**src/rtl/dma_chan_pkg.sv**
```systemverilog
package dma_chan_pkg;
  typedef enum logic [2:0] {ST_IDLE, ST_WAIT, ST_REQ, ST_BURST, ST_GAP} dma_state_e;

  localparam logic [1:0] AM_INC  = 2'd0;
  localparam logic [1:0] AM_DEC  = 2'd1;
  localparam logic [1:0] AM_FIX  = 2'd2;
  localparam logic [1:0] AM_FILL = 2'd3;

  localparam logic [2:0] RG_SRC   = 3'd0;
  localparam logic [2:0] RG_DST   = 3'd1;
  localparam logic [2:0] RG_TOTAL = 3'd2;
  localparam logic [2:0] RG_WORDS = 3'd3;
  localparam logic [2:0] RG_GAP   = 3'd4;
  localparam logic [2:0] RG_FILL  = 3'd5;
  localparam logic [2:0] RG_CTRL  = 3'd6;

  localparam int CB_DMODE   = 0;
  localparam int CB_DRELOAD = 2;
  localparam int CB_SMODE   = 3;
  localparam int CB_SRELOAD = 5;
  localparam int CB_BLK     = 6;
  localparam int CB_IMM     = 10;
  localparam int CB_RPT     = 11;
  localparam int CB_IRQEN   = 30;
  localparam int CB_EN      = 31;
  localparam int CTRL_LOW_W = 12;
endpackage

```
**src/rtl/dma_addr_unit.sv**
```systemverilog
module dma_addr_unit
  import dma_chan_pkg::*;
#(
  parameter int AW = 32
) (
  input  logic          clk,
  input  logic          rst_n,
  input  logic          prog_we,
  input  logic [AW-1:0] prog_val,
  input  logic          reload,
  input  logic          step,
  input  logic [1:0]    mode,
  output logic [AW-1:0] prog,
  output logic [AW-1:0] addr
);
  localparam logic [AW-1:0] WORD_BYTES = AW'(4);

  logic [AW-1:0] prog_q, prog_d, work_q, work_d;
  logic [AW-1:0] aligned;

  assign aligned = {prog_val[AW-1:2], 2'b00};

  always_comb begin
    prog_d = prog_q;
    work_d = work_q;
    if (prog_we) begin
      prog_d = aligned;
      work_d = aligned;
    end else if (reload) begin
      work_d = prog_q;
    end else if (step) begin
      case (mode)
        AM_INC:  work_d = work_q + WORD_BYTES;
        AM_DEC:  work_d = work_q - WORD_BYTES;
        default: work_d = work_q;
      endcase
    end
  end

  always_ff @(posedge clk or negedge rst_n) begin
    if (!rst_n) begin
      prog_q <= '0;
      work_q <= '0;
    end else begin
      prog_q <= prog_d;
      work_q <= work_d;
    end
  end

  assign prog = prog_q;
  assign addr = work_q;

  assert_inc_step_R2: assert property (@(posedge clk) disable iff (!rst_n)
    (step && !prog_we && !reload && mode == AM_INC) |=> (addr == $past(addr) + WORD_BYTES));
  assert_dec_step_R3: assert property (@(posedge clk) disable iff (!rst_n)
    (step && !prog_we && !reload && mode == AM_DEC) |=> (addr == $past(addr) - WORD_BYTES));
  assert_fixed_hold_R3: assert property (@(posedge clk) disable iff (!rst_n)
    (!prog_we && !reload && mode == AM_FIX) |=> $stable(addr));
endmodule

```
**src/rtl/dma_gap_timer.sv**
```systemverilog
module dma_gap_timer #(
  parameter int GAPW = 16
) (
  input  logic            clk,
  input  logic            rst_n,
  input  logic            load,
  input  logic [GAPW-1:0] interval,
  input  logic [1:0]      pre_sel,
  output logic            done
);
  localparam int PREW = 6;

  logic [GAPW-1:0] cnt_q, cnt_d;
  logic [PREW-1:0] pre_q, pre_d, pre_mask;
  logic            tick;

  always_comb begin
    case (pre_sel)
      2'd0:    pre_mask = 6'd0;
      2'd1:    pre_mask = 6'd3;
      2'd2:    pre_mask = 6'd15;
      default: pre_mask = 6'd63;
    endcase
  end

  assign tick = (pre_q == pre_mask);

  always_comb begin
    cnt_d = cnt_q;
    pre_d = pre_q;
    if (load) begin
      cnt_d = interval;
      pre_d = '0;
    end else if (cnt_q != '0) begin
      pre_d = tick ? '0 : pre_q + 1'b1;
      if (tick) cnt_d = cnt_q - 1'b1;
    end
  end

  always_ff @(posedge clk or negedge rst_n) begin
    if (!rst_n) begin
      cnt_q <= '0;
      pre_q <= '0;
    end else begin
      cnt_q <= cnt_d;
      pre_q <= pre_d;
    end
  end

  assign done = (cnt_q == '0);

  assert_gap_descend_R7: assert property (@(posedge clk) disable iff (!rst_n)
    (!load && cnt_q != '0) |=> (cnt_q <= $past(cnt_q)));
endmodule

```
**src/rtl/dma_chan_engine.sv**
```systemverilog
module dma_chan_engine
  import dma_chan_pkg::*;
#(
  parameter int AW   = 32,
  parameter int DW   = 32,
  parameter int TOTW = 28,
  parameter int RUNW = 24,
  parameter int GAPW = 16
) (
  input  logic          clk,
  input  logic          rst_n,
  input  logic          cfg_we,
  input  logic [2:0]    cfg_idx,
  input  logic [31:0]   cfg_wdata,
  output logic [31:0]   cfg_rdata,
  input  logic          start_evt,
  output logic          bus_req,
  input  logic          bus_gnt,
  output logic          mem_rd,
  output logic [AW-1:0] mem_raddr,
  input  logic [DW-1:0] mem_rdata,
  output logic          mem_wr,
  output logic [AW-1:0] mem_waddr,
  output logic [DW-1:0] mem_wdata,
  output logic          irq
);
  localparam int BLKW = 4;

  logic [1:0] rst_sync_q;
  logic       rst_n_i;

  always_ff @(posedge clk or negedge rst_n) begin
    if (!rst_n) rst_sync_q <= 2'b00;
    else        rst_sync_q <= {rst_sync_q[0], 1'b1};
  end
  assign rst_n_i = rst_sync_q[1];

  logic [TOTW-1:0]       total_q, tot_q, tot_d;
  logic [RUNW-1:0]       words_q, run_q, run_d, bst_q, bst_d;
  logic [GAPW-1:0]       gap_ival_q;
  logic [1:0]            gap_pre_q;
  logic [DW-1:0]         fill_q;
  logic [CTRL_LOW_W-1:0] ctrl_q, ctrl_now;
  logic                  irqen_q, en_q, en_d, irq_q, irq_d;
  dma_state_e            st_q, st_d;

  logic wr_ctrl, run_start, move, gap_load, gap_done, run_end, counted;
  logic [RUNW-1:0] blk_words, burst_len, cap_words;
  logic [AW-1:0]   src_prog, dst_prog, src_addr, dst_addr;

  assign wr_ctrl   = cfg_we && (cfg_idx == RG_CTRL);
  assign ctrl_now  = wr_ctrl ? cfg_wdata[CTRL_LOW_W-1:0] : ctrl_q;
  assign counted   = !ctrl_q[CB_IMM] && !ctrl_q[CB_RPT];
  assign blk_words = RUNW'(1) << ctrl_q[CB_BLK +: BLKW];
  assign burst_len = (run_q < blk_words) ? run_q : blk_words;
  assign cap_words = (TOTW'(words_q) > tot_q) ? tot_q[RUNW-1:0] : words_q;

  always_comb begin
    st_d = st_q; en_d = en_q; run_d = run_q; bst_d = bst_q; tot_d = tot_q;
    irq_d = 1'b0; run_start = 1'b0; move = 1'b0; gap_load = 1'b0; run_end = 1'b0;
    if (wr_ctrl) begin
      en_d = cfg_wdata[CB_EN];
      st_d = ST_IDLE;
      if (cfg_wdata[CB_EN]) begin
        tot_d = total_q;
        if (cfg_wdata[CB_IMM]) begin
          run_start = 1'b1;
          run_d     = words_q;
          st_d      = ST_REQ;
        end else begin
          st_d = ST_WAIT;
        end
      end
    end else begin
      case (st_q)
        ST_WAIT: if (start_evt) begin
          run_start = 1'b1;
          run_d     = counted ? cap_words : words_q;
          st_d      = ST_REQ;
        end
        ST_REQ: begin
          if (run_q == '0) run_end = 1'b1;
          else if (bus_gnt) begin
            bst_d = burst_len;
            st_d  = ST_BURST;
          end
        end
        ST_BURST: begin
          move  = 1'b1;
          run_d = run_q - 1'b1;
          bst_d = bst_q - 1'b1;
          if (counted) tot_d = tot_q - 1'b1;
          if (bst_q == RUNW'(1)) begin
            if (run_q == RUNW'(1)) run_end = 1'b1;
            else begin
              gap_load = 1'b1;
              st_d     = ST_GAP;
            end
          end
        end
        ST_GAP: if (gap_done) st_d = ST_REQ;
        default: st_d = st_q;
      endcase
      if (run_end) begin
        if (ctrl_q[CB_IMM] || (counted && tot_d == '0)) begin
          en_d  = 1'b0;
          irq_d = irqen_q;
          st_d  = ST_IDLE;
        end else begin
          st_d = ST_WAIT;
        end
      end
    end
  end

  always_ff @(posedge clk or negedge rst_n_i) begin
    if (!rst_n_i) begin
      total_q <= '0; words_q <= '0; gap_ival_q <= '0; gap_pre_q <= '0;
      fill_q <= '0; ctrl_q <= '0; irqen_q <= 1'b0;
      st_q <= ST_IDLE; en_q <= 1'b0; run_q <= '0; bst_q <= '0; tot_q <= '0; irq_q <= 1'b0;
    end else begin
      if (cfg_we && cfg_idx == RG_TOTAL) total_q <= cfg_wdata[TOTW-1:0];
      if (cfg_we && cfg_idx == RG_WORDS) words_q <= cfg_wdata[RUNW-1:0];
      if (cfg_we && cfg_idx == RG_GAP) begin
        gap_ival_q <= cfg_wdata[GAPW-1:0];
        gap_pre_q  <= cfg_wdata[17:16];
      end
      if (cfg_we && cfg_idx == RG_FILL) fill_q <= cfg_wdata[DW-1:0];
      if (wr_ctrl) begin
        ctrl_q  <= cfg_wdata[CTRL_LOW_W-1:0];
        irqen_q <= cfg_wdata[CB_IRQEN];
      end
      st_q <= st_d; en_q <= en_d; run_q <= run_d;
      bst_q <= bst_d; tot_q <= tot_d; irq_q <= irq_d;
    end
  end

  dma_addr_unit #(.AW(AW)) u_src (
    .clk(clk), .rst_n(rst_n_i),
    .prog_we(cfg_we && cfg_idx == RG_SRC), .prog_val(cfg_wdata[AW-1:0]),
    .reload(run_start && ctrl_now[CB_SRELOAD]), .step(move),
    .mode(ctrl_q[CB_SMODE +: 2]), .prog(src_prog), .addr(src_addr));

  dma_addr_unit #(.AW(AW)) u_dst (
    .clk(clk), .rst_n(rst_n_i),
    .prog_we(cfg_we && cfg_idx == RG_DST), .prog_val(cfg_wdata[AW-1:0]),
    .reload(run_start && ctrl_now[CB_DRELOAD]), .step(move),
    .mode(ctrl_q[CB_DMODE +: 2]), .prog(dst_prog), .addr(dst_addr));

  dma_gap_timer #(.GAPW(GAPW)) u_gap (
    .clk(clk), .rst_n(rst_n_i), .load(gap_load),
    .interval(gap_ival_q), .pre_sel(gap_pre_q), .done(gap_done));

  always_comb begin
    case (cfg_idx)
      RG_SRC:   cfg_rdata = 32'(src_prog);
      RG_DST:   cfg_rdata = 32'(dst_prog);
      RG_TOTAL: cfg_rdata = 32'(total_q);
      RG_WORDS: cfg_rdata = 32'(words_q);
      RG_GAP:   cfg_rdata = 32'({gap_pre_q, gap_ival_q});
      RG_FILL:  cfg_rdata = 32'(fill_q);
      RG_CTRL:  cfg_rdata = {en_q, irqen_q, 18'd0, ctrl_q};
      default:  cfg_rdata = '0;
    endcase
  end

  assign bus_req   = (st_q == ST_REQ) || (st_q == ST_BURST);
  assign mem_wr    = (st_q == ST_BURST);
  assign mem_rd    = mem_wr && (ctrl_q[CB_SMODE +: 2] != AM_FILL);
  assign mem_raddr = src_addr;
  assign mem_waddr = dst_addr;
  assign mem_wdata = (ctrl_q[CB_SMODE +: 2] == AM_FILL) ? fill_q : mem_rdata;
  assign irq       = irq_q;

  assert_burst_atomic_R6: assert property (@(posedge clk) disable iff (!rst_n_i)
    (mem_wr && bst_q != RUNW'(1) && !wr_ctrl) |=> (mem_wr && bus_req));
  assert_irq_single_R11: assert property (@(posedge clk) disable iff (!rst_n_i)
    irq |=> !irq);
  assert_irq_after_clear_R11: assert property (@(posedge clk) disable iff (!rst_n_i)
    irq |-> (!en_q && $past(en_q) && $past(irqen_q)));
  assert_total_left_R10: assert property (@(posedge clk) disable iff (!rst_n_i)
    (st_q == ST_WAIT && counted && !$past(wr_ctrl)) |-> (tot_q != '0));
endmodule

```
**config.mk**
```make
export PLATFORM = sky130hd
export DESIGN_NAME = dma_chan_engine
export DESIGN_NICKNAME = d
export VERILOG_FILES = /design/src/rtl/dma_chan_pkg.sv /design/src/rtl/dma_addr_unit.sv /design/src/rtl/dma_gap_timer.sv /design/src/rtl/dma_chan_engine.sv
export SDC_FILE = /design/constraint.sdc
export NUM_CORES = 1
export LEC_CHECK = 0
export ABC_AREA = 1
export BUFFER_PORTS_ARGS = -buffer_cell sky130_fd_sc_hd__buf_2
export CORE_AREA = 2 2 207 209
export DETAILED_ROUTE_END_ITERATION = 7
export DIE_AREA = 0 0 209 211
export GPL_TIMING_DRIVEN = 0
export PLACE_DENSITY_LB_ADDON = 0.08
export SETUP_SLACK_MARGIN = 0.2
export SYNTH_ARGS = -nofsm -noshare
export SYNTH_HDL_FRONTEND = slang
export SYNTH_SLANG_ARGS = --single-unit
```
**constraint.sdc**
```tcl
create_clock -name clk -period 9.38 [get_ports clk]
set_clock_uncertainty 0.1 [all_clocks]
set_input_delay 2.345 -clock clk [delete_from_list [all_inputs] [get_ports clk]]
set_output_delay 2.345 -clock clk [all_outputs]
set_load 0.02 [all_outputs]
```
Word-level counts from Yosys, hierarchy flattened
Cells that the tools add are included.
Storage, ports and cells
  memories: 0
  bits in read-only memories: 0
  bits in writable memories: 0
  register bits: 344
  input bits: 72
  output and inout port bits: 132
  word-level logic and storage cells: 174
  latch bits: 0
Cells by class
  divide/modulo/power cells: 0
  reductions and logical operators: 42
  mux-type cells: 68
  multiply operators: 0
  $lt $le $gt $ge: 2
  bitwise gates (word level): 1
  eq/ne operators: 30
  add/sub/neg operators: 9
  shift operators: 1
Operators by type and width (count)
  32-bit two-way mux: 7
  32-bit one-hot mux with 7 select lines: 1
  24-bit two-way mux: 9
  28-bit two-way mux: 5
  32-bit one-hot mux with 2 select lines: 2
  24-bit one-hot mux with 2 select lines: 2
  32-bit by 3-bit adder with 32-bit output, second input constant: 2
  32-bit by 3-bit subtractor with 32-bit output, second input constant: 2
  24-bit by 1-bit == test with 1-bit output, second input constant: 2
  16-bit two-way mux: 3
  24-bit by 1-bit subtractor with 24-bit output, second input constant: 2
  24-bit by 28-bit > comparator with 1-bit output: 1
  28-bit logical NOT: 1
  28-bit by 1-bit subtractor with 28-bit output, second input constant: 1
  24-bit logical NOT: 1
  24-bit less-than comparator: 1
  3-bit two-way mux: 8
  6-bit two-way mux: 4
  1-bit by 4-bit << shifter with 24-bit output, first input constant: 1
  1-bit two-way mux: 22
  6-bit one-hot mux with 3 select lines: 1
  16-bit logical NOT: 1
  16-bit nonzero test: 1
  16-bit by 1-bit subtractor with 16-bit output, second input constant: 1
  other kinds (28): 72

Logic depth before layout (Yosys ltp)
Gate-level depths: netlist of run 1.
  depth after elaboration: 11
  gate-level depth with buffers: 19
  gate-level depth less buffers: 18

Hierarchy
A second synthesis of run 1 with hierarchy kept.
Unflattened totals
  cells, all modules: 3758
  area total of the unflattened synthesis: 24820.1 um2
By module, submodules not included
  dma_chan_engine: cells an instance 1931, sequential area each 4954.8 um2, instances 1, area each 13416.6 um2
  dma_addr_unit: cells an instance 786, sequential area each 1501.4 um2, instances 2, area each 4887.2 um2
  dma_gap_timer: cells an instance 255, sequential area each 550.5 um2, instances 1, area each 1629.1 um2

Worst setup path after synthesis of run 1
No wires, ideal clock.
  path kind: input port to output port
  start: input cfg_idx[1]
  end: output cfg_rdata[19]
  buffers on the path: 1
  stages on the path: 5
  slack: 3.368 ns
  data arrival time: 3.567 ns
  data required time: 6.935 ns
  cells stage by stage: inv_2 nor3_2 inv_1 clkbuf_1 o221ai_1
On the way
  longest elaborated chain between the ends: 2
  elaborated cells between the ends (all ways): 8
  those cells by class: 6 x eq/ne; 1 x mux; 1 x reduce/logical
RTL lines
  start: declaration: RTL line dma_chan_engine.sv:13  | input logic [2:0] cfg_idx,
  3-bit == test (tied with other cells): RTL line dma_chan_engine.sv:155  | case (cfg_idx)
  32-bit one-hot mux with 7 select lines *: RTL line dma_chan_engine.sv:155
  end: declaration: RTL line dma_chan_engine.sv:15  | output logic [31:0] cfg_rdata,
Mark *: on every way between the ends. The rest lies on a longest branch, timed or not.

Final worst setup path of run 1
  start: input cfg_idx[0]
  end: output cfg_rdata[5]
Same word-level chain as after synthesis.

==> results.sh, run 1 <==
export IMPL_yosysWarnings=0
export IMPL_total_power_mw=8.14
export IMPL_p_sw_share_pct=47.4
export IMPL_track_usage_pct=41.1
export IMPL_synth_flop_cell="dfrtp_1"
export IMPL_setup_tns_ps=0
export IMPL_synth_xor_area_share_pct=2.34
export IMPL_syn_instance_count=3188
export IMPL_synth_edf_count=0
export IMPL_ios=204
export IMPL_grt_pass1_wl_microns=137000
export IMPL_fp_dieH_microns=211
export IMPL_wl_met3_microns=9650
export IMPL_synth_seq_cells=340
export IMPL_grt_pass1_vias=23427
export IMPL_grt_max_degree=70
export IMPL_die_w_microns=209
export IMPL_m1WireLength_microns=35000
export IMPL_drive_above_1_share_pct=10.9
export IMPL_synth_top_family_by_area="simple AND/OR/NAND/NOR gates"
export IMPL_synthArstFlopShare_pct=100
export IMPL_power_frac_comb_pct=48.8
export IMPL_max_stage_delay_ps=840
export IMPL_drt_iter0_markers=2786
export IMPL_clock_latency_ps=570
export IMPL_vias=24605
export IMPL_p_switching_mw=3.86
export IMPL_min_path_type="reg -> async"
export IMPL_critPathKind="in -> out"
export IMPL_maxCapViolCount=0
export IMPL_ir_drop_mv=0.144
export IMPL_startpoint_type="input port"
export IMPL_clkPwrFrac_pct=21.3
export IMPL_hpwlAfterDp_microns=72500
export IMPL_fmax_mhz=137
export IMPL_portBuffers=199
export IMPL_hold_viol=0
export IMPL_leakage_nw=13.1
export IMPL_netlist_area_sq_um=22900
export IMPL_design_area_sq_um=26200
export IMPL_status="completed"
export IMPL_core_area_sq_um=41800
export IMPL_finalMaxSlewViolations=0
export IMPL_post_cts_buffers=0
export IMPL_place_area_sq_um=24700
export IMPL_start_util_pct=54.8
export IMPL_wl_per_cell_microns=22.8
export IMPL_cts_max_level=2
export IMPL_worstMarginPinSlew_ps=912
export IMPL_grt_overflow_total=0
export IMPL_p_int_mw=4.28
export IMPL_path_cells="buf_2 -> inv_1 -> nor2_1 -> nand2_1 -> clkinv_1 -> a221oi_1 -> o2111ai_1 -> buf_2"
export IMPL_holdBufCountCts=0
export IMPL_place_inst=3936
export IMPL_drt_total_wl_microns=91400
export IMPL_fin_crit_ps=7300
export IMPL_antenna_found_initial=3
export IMPL_dr_wl_met2_microns=40000
export IMPL_rows=75
export IMPL_finalNonFillerCells=4015
export IMPL_rsz0062_at_grt="no"
export IMPL_synth_distinct_cells=68
export IMPL_seq_area_frac_synth_pct=37.2
export IMPL_cp_end_kind="primary output"
export IMPL_r2r_slack_ps=5810
export IMPL_first_pass_iters=6
export IMPL_routed_top_layer="met4"
export IMPL_setup_viol=0
export IMPL_cp_common_cell="buf_2"
export IMPL_cp_arrival_ps=4850
export IMPL_cts_path_max_buffers=3
export IMPL_synth_area_per_cell_sq_um=7.18
export IMPL_final_nets=3616
export IMPL_area_growth_pct=14.6
export IMPL_remaining_drc_errors=0
export IMPL_clkTransAtPathRegs_ps=60
export IMPL_cts_root_buf="clkbuf_16"
export IMPL_pwr_density_cell_nw_per_um2=311
export IMPL_crit_required_ps=6940
export IMPL_cp_slowest_cell="a221oi_1"
export IMPL_share_seq_of_total_power_pct=29.8
export IMPL_place_gp_congestion=1.06
export IMPL_post_route_util_pct=62.8
export IMPL_ant_nets=0
export IMPL_cts_buffers=41
export IMPL_viasPerCell=6.13
export IMPL_synth_adder_area_share_pct=5.75
export IMPL_fin_crit_sh_pct=77.8
export IMPL_die_area_sq_um=44100
export IMPL_cts_resized=0
export IMPL_synthMuxAreaShare_pct=0.0930
export IMPL_cts_tree="built"
export IMPL_crit_path_max_fanout=9
export IMPL_synth_compound_area_share_pct=20.1
export IMPL_cts_sinks=340
export IMPL_synth_simple_gate_area_share_pct=25.7
export IMPL_max_slew_margin_pct=39.2
## power groups by stage
stage,combinational (mW),clock (mW),sequential [mW]
floorplan,2.64,0,2.38
global placement,3.74,0,2.43
detailed placement,3.88,0,2.42
CTS,3.91,1.74,2.40
global route,4.40,1.79,2.46
finish,3.98,1.74,2.43
## cells in the mapped netlist, types with 3 or more instances
master / count / share of area, %
nand2_1: 787 / 13
inv_1: 372 / 6.1
dfrtp_1: 340 / 37
o21ai_0: 339 / 7.4
nor2_1: 251 / 4.1
a21oi_1: 201 / 4.4
nand3_1: 190 / 4.2
ha_1: 102 / 5.6
clkbuf_1: 69 / 1.1
o211ai_1: 55 / 1.8
nand4_1: 45 / 1.2
nor3_1: 45 / 0.98
xor2_1: 39 / 1.5
buf_2: 33 / 0.72
o22ai_1: 32 / 0.88
o221ai_1: 28 / 1.1
a221oi_1: 25 / 0.96
xnor2_1: 22 / 0.84
a31oi_1: 14 / 0.38
inv_2: 13 / 0.21
a22oi_1: 12 / 0.39
o21bai_1: 11 / 0.36
a211oi_1: 10 / 0.33
buf_1: 10 / 0.16
nor2_2: 10 / 0.27
a21o_1: 9 / 0.30
buf_4: 8 / 0.26
nand2_2: 8 / 0.22
nor4_1: 8 / 0.22
o21ai_1: 8 / 0.18
o21a_1: 7 / 0.23
clkinv_1: 6 / 0.098
o2111ai_1: 6 / 0.23
or2_2: 6 / 0.16
nor2_4: 5 / 0.25
nand3_2: 4 / 0.18
nand3b_1: 4 / 0.13
o31ai_1: 4 / 0.13
a2111oi_0: 3 / 0.11
a21boi_0: 3 / 0.098
and2_1: 3 / 0.082
nor3_2: 3 / 0.13
o311ai_0: 3 / 0.11
## metal layers
layer	vias to the layer above	global-route usage, %
li1	11230	-
met1	11648	52.2
met2	1414	63.6
met3	313	9.05
met4	0	26.6
met5	-	0
## sequential cells by signal (all words and copies together) (netlist names)
name and flops:
bst_q 24, ctrl_q 12, en_q 1, fill_q 32
gap_ival_q 16, gap_pre_q 2, irq 1, irqen_q 1
rst_sync_q 2, run_q 24, st_q 3, tot_q 28
total_q 28, u_dst.addr 30, u_dst.prog 30, u_gap.cnt_q 16
u_gap.pre_q 6, u_src.addr 30, u_src.prog 30, words_q 24
## final cells by class
class                           count  area [sq um]
Fill cell                        3914         15600
Multi-Input combinational cell   2338         12400
Sequential cell                   340          8510
Inverter                          391          1470
Clock buffer                       65          1260
Timing Repair Buffer              206          1180
Tap cell                          539           674
Buffer                            122           544
Clock inverter                     11           194
Antenna cell                        3          7.51
## cells by family (layout without fill, tap and decap cells)
logic type,Yosys count,in the layout
and+or+nand+nor,1380,1380
AOI/OAI and AO/OA,786,786
buffers and inverters,513,795
DFF,340,340
adders and majority gates,104,104
xor gates and xnor gates,61,61
other,2,8
muxes,2,2
## critical path, delay by kind of cell
kind                   cells  cell delay, ps
AND/OR/NAND/NOR            2             390
buffers and inverters      4             930
AO/OA/AOI/OAI              2            1180
## per-stage QoR
step                hold WS, ps  setup WS, ps
floorplan                   231          3370
global placement            235          1450
detailed placement          211          2310
CTS                         214          2310
global route                247          2140
finish                      198          2080
## placed cells by master, fill, tap and decap left out, drive strengths merged, types with 14 or more instances in the layout
master,count
a21oi,201
a221oi,25
a31oi,14
buf,259
clkbuf,134
dfrtp,340
ha,102
inv,386
nand2,796
nand3,195
nand4,45
nor2,268
nor3,50
o211ai,55
o21ai,349
o221ai,28
o22ai,32
xnor2,22
xor2,39
## path summary, 6_finish.rpt
check | endpoint | cells past startpoint | startpoint
min in group clk | rst_sync_q[1]$_DFF_PN0_ | 0 | rst_sync_q[0]$_DFF_PN0_
worst max register to register | u_dst.addr[27]$_DFFE_PN0P_ | 17 | ctrl_q[1]$_DFFE_PN0P_
max in group asynchronous | u_src.addr[28]$_DFFE_PN0P_ | 3 | rst_sync_q[1]$_DFF_PN0_
worst min-delay path | gap_ival_q[9]$_DFFE_PN0P_ | 0 | rst_sync_q[1]$_DFF_PN0_
worst max-delay path | cfg_rdata[5] | 8 | cfg_idx[0]
worst min register to register | gap_ival_q[9]$_DFFE_PN0P_ | 0 | rst_sync_q[1]$_DFF_PN0_
Power figures use the tool's default switching activity.
==> run 2, diff against run 1 <==
- ABC_AREA: 1 -> 0
- CORE_AREA: 2 2 207 209 -> 2 2 203 205
- DIE_AREA: 0 0 209 211 -> 0 0 205 207
- clock period: 9.38 -> 5.84 ns (I/O delays scaled with it)
==> run 2 against run 1 <==
Sequential power is 68% higher. First-iteration DRC count down 14%. Global-route usage shrank 2.2 points. Register-to-register slack worse by 4400 ps. Critical endpoint is now cfg_rdata[13]. Highest routed layer is now met5.
==> results.sh, run 2 <==
export IMPL_leakage_nw=11.3
export IMPL_wl_met3_microns=8310
export IMPL_grt_pass1_vias=20323
export IMPL_crit_required_ps=4280
export IMPL_seq_area_frac_synth_pct=38.9
export IMPL_synth_top_family_by_area="simple AND/OR/NAND/NOR gates"
export IMPL_regMostFlops="fill_q"
export IMPL_whs_ps=213
export IMPL_final_nets=2877
export IMPL_ys_top_cells_by_count="nand2_1 (380), dfrtp_1 (340), nor2_1 (179), a21oi_1 (178), o21ai_0 (173)"
export IMPL_netlist_top_cells_area="dfrtp_1 (39%), mux2_2 (7.8%), nand2_1 (6.5%), ha_1 (5.8%), a21oi_1 (4.1%)"
export IMPL_synth_area_leader_cell="dfrtp_1"
export IMPL_synthMuxAreaShare_pct=11.5
export IMPL_startpoint_type="input port"
export IMPL_drt_total_wl_microns=83100
export IMPL_netlist_area_sq_um=21900
export IMPL_vias=21181
export IMPL_rsz0062_at_grt="no"
export IMPL_synth_xor_area_share_pct=3.32
export IMPL_cp_end_kind="primary output"
export IMPL_cp_arrival_ps=3920
export IMPL_drive_above_1_share_pct=18.2
export IMPL_synth_flop_cell="dfrtp_1"
export IMPL_worstMarginPinSlew_ps=1270
export IMPL_fp_dieH_microns=207
export IMPL_synth_compound_area_share_pct=18.2
export IMPL_ir_drop_mv=0.340
export IMPL_die_area_sq_um=42400
export IMPL_register_area_sq_um=8510
export IMPL_core_area_sq_um=40400
export IMPL_drt_iter0_markers=2402
export IMPL_first_pass_iters=6
export IMPL_place_gp_congestion=1.00
export IMPL_fmax_mhz=183
export IMPL_routed_top_layer="met5"
export IMPL_max_slew_margin_pct=14.7
export IMPL_hold_viol=0
export IMPL_cts_sinks=340
export IMPL_n_fill_cell=3579
export IMPL_maxCapViolCount=0
export IMPL_viasPerCell=6.49
export IMPL_post_route_util_pct=62.2
export IMPL_track_usage_pct=38.9
export IMPL_clkTransAtPathRegs_ps=60
export IMPL_grt_pass1_wl_microns=124000
export IMPL_status="completed"
export IMPL_pre_cts_slack_ps=-649
export IMPL_rows=74
export IMPL_cts_tree="built"
export IMPL_syn_instance_count=2454
export IMPL_r2r_slack_ps=1360
export IMPL_start_util_pct=54.2
export IMPL_ant_nets=0
export IMPL_ios=204
export IMPL_portBuffers=197
export IMPL_synth_seq_cells=340
export IMPL_remaining_drc_errors=0
export IMPL_setup_viol=0
export IMPL_total_power_mw=12.4
export IMPL_area_growth_pct=14.9
export IMPL_fin_crit_ps=5480
export IMPL_die_w_microns=205
export IMPL_wl_per_cell_microns=25.5
export IMPL_grt_overflow_total=0
export IMPL_synth_edf_count=0
export IMPL_min_path_type="reg -> async"
export IMPL_largest_reg_flops=32
export IMPL_synth_distinct_cells=78
export IMPL_cts_max_level=2
export IMPL_multi_input_area_sq_um=12600
export IMPL_synth_most_common_cell="nand2_1"
export IMPL_dr_wl_met2_microns=36700
export IMPL_crit_path_max_fanout=10
export IMPL_synthArstFlopShare_pct=100
export IMPL_synth_adder_area_share_pct=6.02
export IMPL_final_common_cell="nand2_1"
export IMPL_cts_root_buf="clkbuf_16"
export IMPL_m1WireLength_microns=33500
export IMPL_final_setup_worst_slack_ps=364
export IMPL_synth_area_per_cell_sq_um=8.91
export IMPL_cts_path_max_buffers=3
export IMPL_clock_latency_ps=570
export IMPL_synth_simple_gate_area_share_pct=18.3
export IMPL_finalMaxSlewViolations=0
export IMPL_antenna_found_initial=3
export IMPL_cts_buffers=40
export IMPL_yosysWarnings=0
export IMPL_most_common_layout_cells="nand2_1 (380), dfrtp_1 (339), buf_2 (206)"
export IMPL_pwr_density_cell_nw_per_um2=494
export IMPL_grt_max_degree=68
export IMPL_critPathKind="in -> out"
export IMPL_synth_top_area_share_pct=38.9
export IMPL_hpwlAfterDp_microns=64400
export IMPL_fin_crit_sh_pct=93.8
[run 2: changes by cell type in the layout (fill, tap and decap cells not counted), moves of 23 or more]
cell	before	now
a21o_1	9	40
a21oi_1	201	178
buf_2	232	206
inv_1	372	71
mux2_2	1	151
mux2i_1	1	38
nand2_1	787	380
nand3_1	190	52
nor2_1	249	179
o211ai_1	55	19
o21ai_0	339	173
or3_1	2	29
[run 2: final timing paths]
check / from / to / cells after the start
worst max-delay path: cfg_idx[1] / cfg_rdata[13] / 7
worst min-delay path: rst_sync_q[1]$_DFF_PN0_ / u_src.addr[25]$_DFFE_PN0P_ / 0
worst max register to register: ctrl_q[4]$_DFFE_PN0P_ / u_src.addr[29]$_DFFE_PN0P_ / 12
worst min register to register: rst_sync_q[1]$_DFF_PN0_ / u_src.addr[25]$_DFFE_PN0P_ / 0
max in group asynchronous: rst_sync_q[1]$_DFF_PN0_ / u_gap.cnt_q[9]$_DFFE_PN0P_ / 2
min in group clk: rst_sync_q[0]$_DFF_PN0_ / rst_sync_q[1]$_DFF_PN0_ / 0
[run 2: area by class of cell]
| cell class | instances | share of cell area (%) |
|---|---|---|
| tap | 532 | 2.65 |
| antenna | 1 | 0.00996 |
| inverter | 72 | 1.08 |
| sequential | 340 | 33.9 |
| timing repair buffer | 202 | 4.47 |
| clock buffer | 48 | 4.47 |
| clock inverter | 26 | 1.19 |
| buffer | 139 | 2.25 |
| multi-input combinational | 1906 | 50.0 |
[run 2: metrics by stage]
step	std cells	setup TNS, ps	instance area, sq um
finish	3266	0	25100
global route	3265	0	25100
CTS	3265	0	25100
detailed placement	3191	-4790	23700
global placement	3186	-4050	23500
floorplan	2457	0	21900
[run 2: kinds of logic after synthesis]
group	count (synthesis)
AND/OR/NAND/NOR	868
flip-flops	340
multiplexers	208
AO/OA/AOI/OAI	638
adder cells (fa/ha/maj)	104
XOR/XNOR	83
buffers and inverters	211
other	2
[run 2: repair_timing]
action,4_1_cts,5_1_grt
setup endpoints to repair,27,10
gates resized for setup,8,6
buffers inserted,0,0
hold buffers,0,0
[run 2: power by group]
group          switching (mW)  total [mW]  internal (mW)
Clock                    1.11        2.72           1.61
Sequential               1.02        4.09           3.07
Combinational            3.42        5.62           2.19
[run 2: critical path, stage by stage]
cell and delay [ps]:
buf_2 140, buf_2 300, buf_1 690, clkbuf_1 570, a31oi_1 160, o22ai_1 350, buf_2 240
[run 2: layer usage]
| metal | vias to the layer above | track usage [%] |
|---|---|---|
| met4 | 2 | 18.4 |
| met3 | 231 | 7.84 |
| met5 | - | 0 |
| met1 | 10356 | 53.3 |
| met2 | 1209 | 59.1 |
| li1 | 9383 | - |
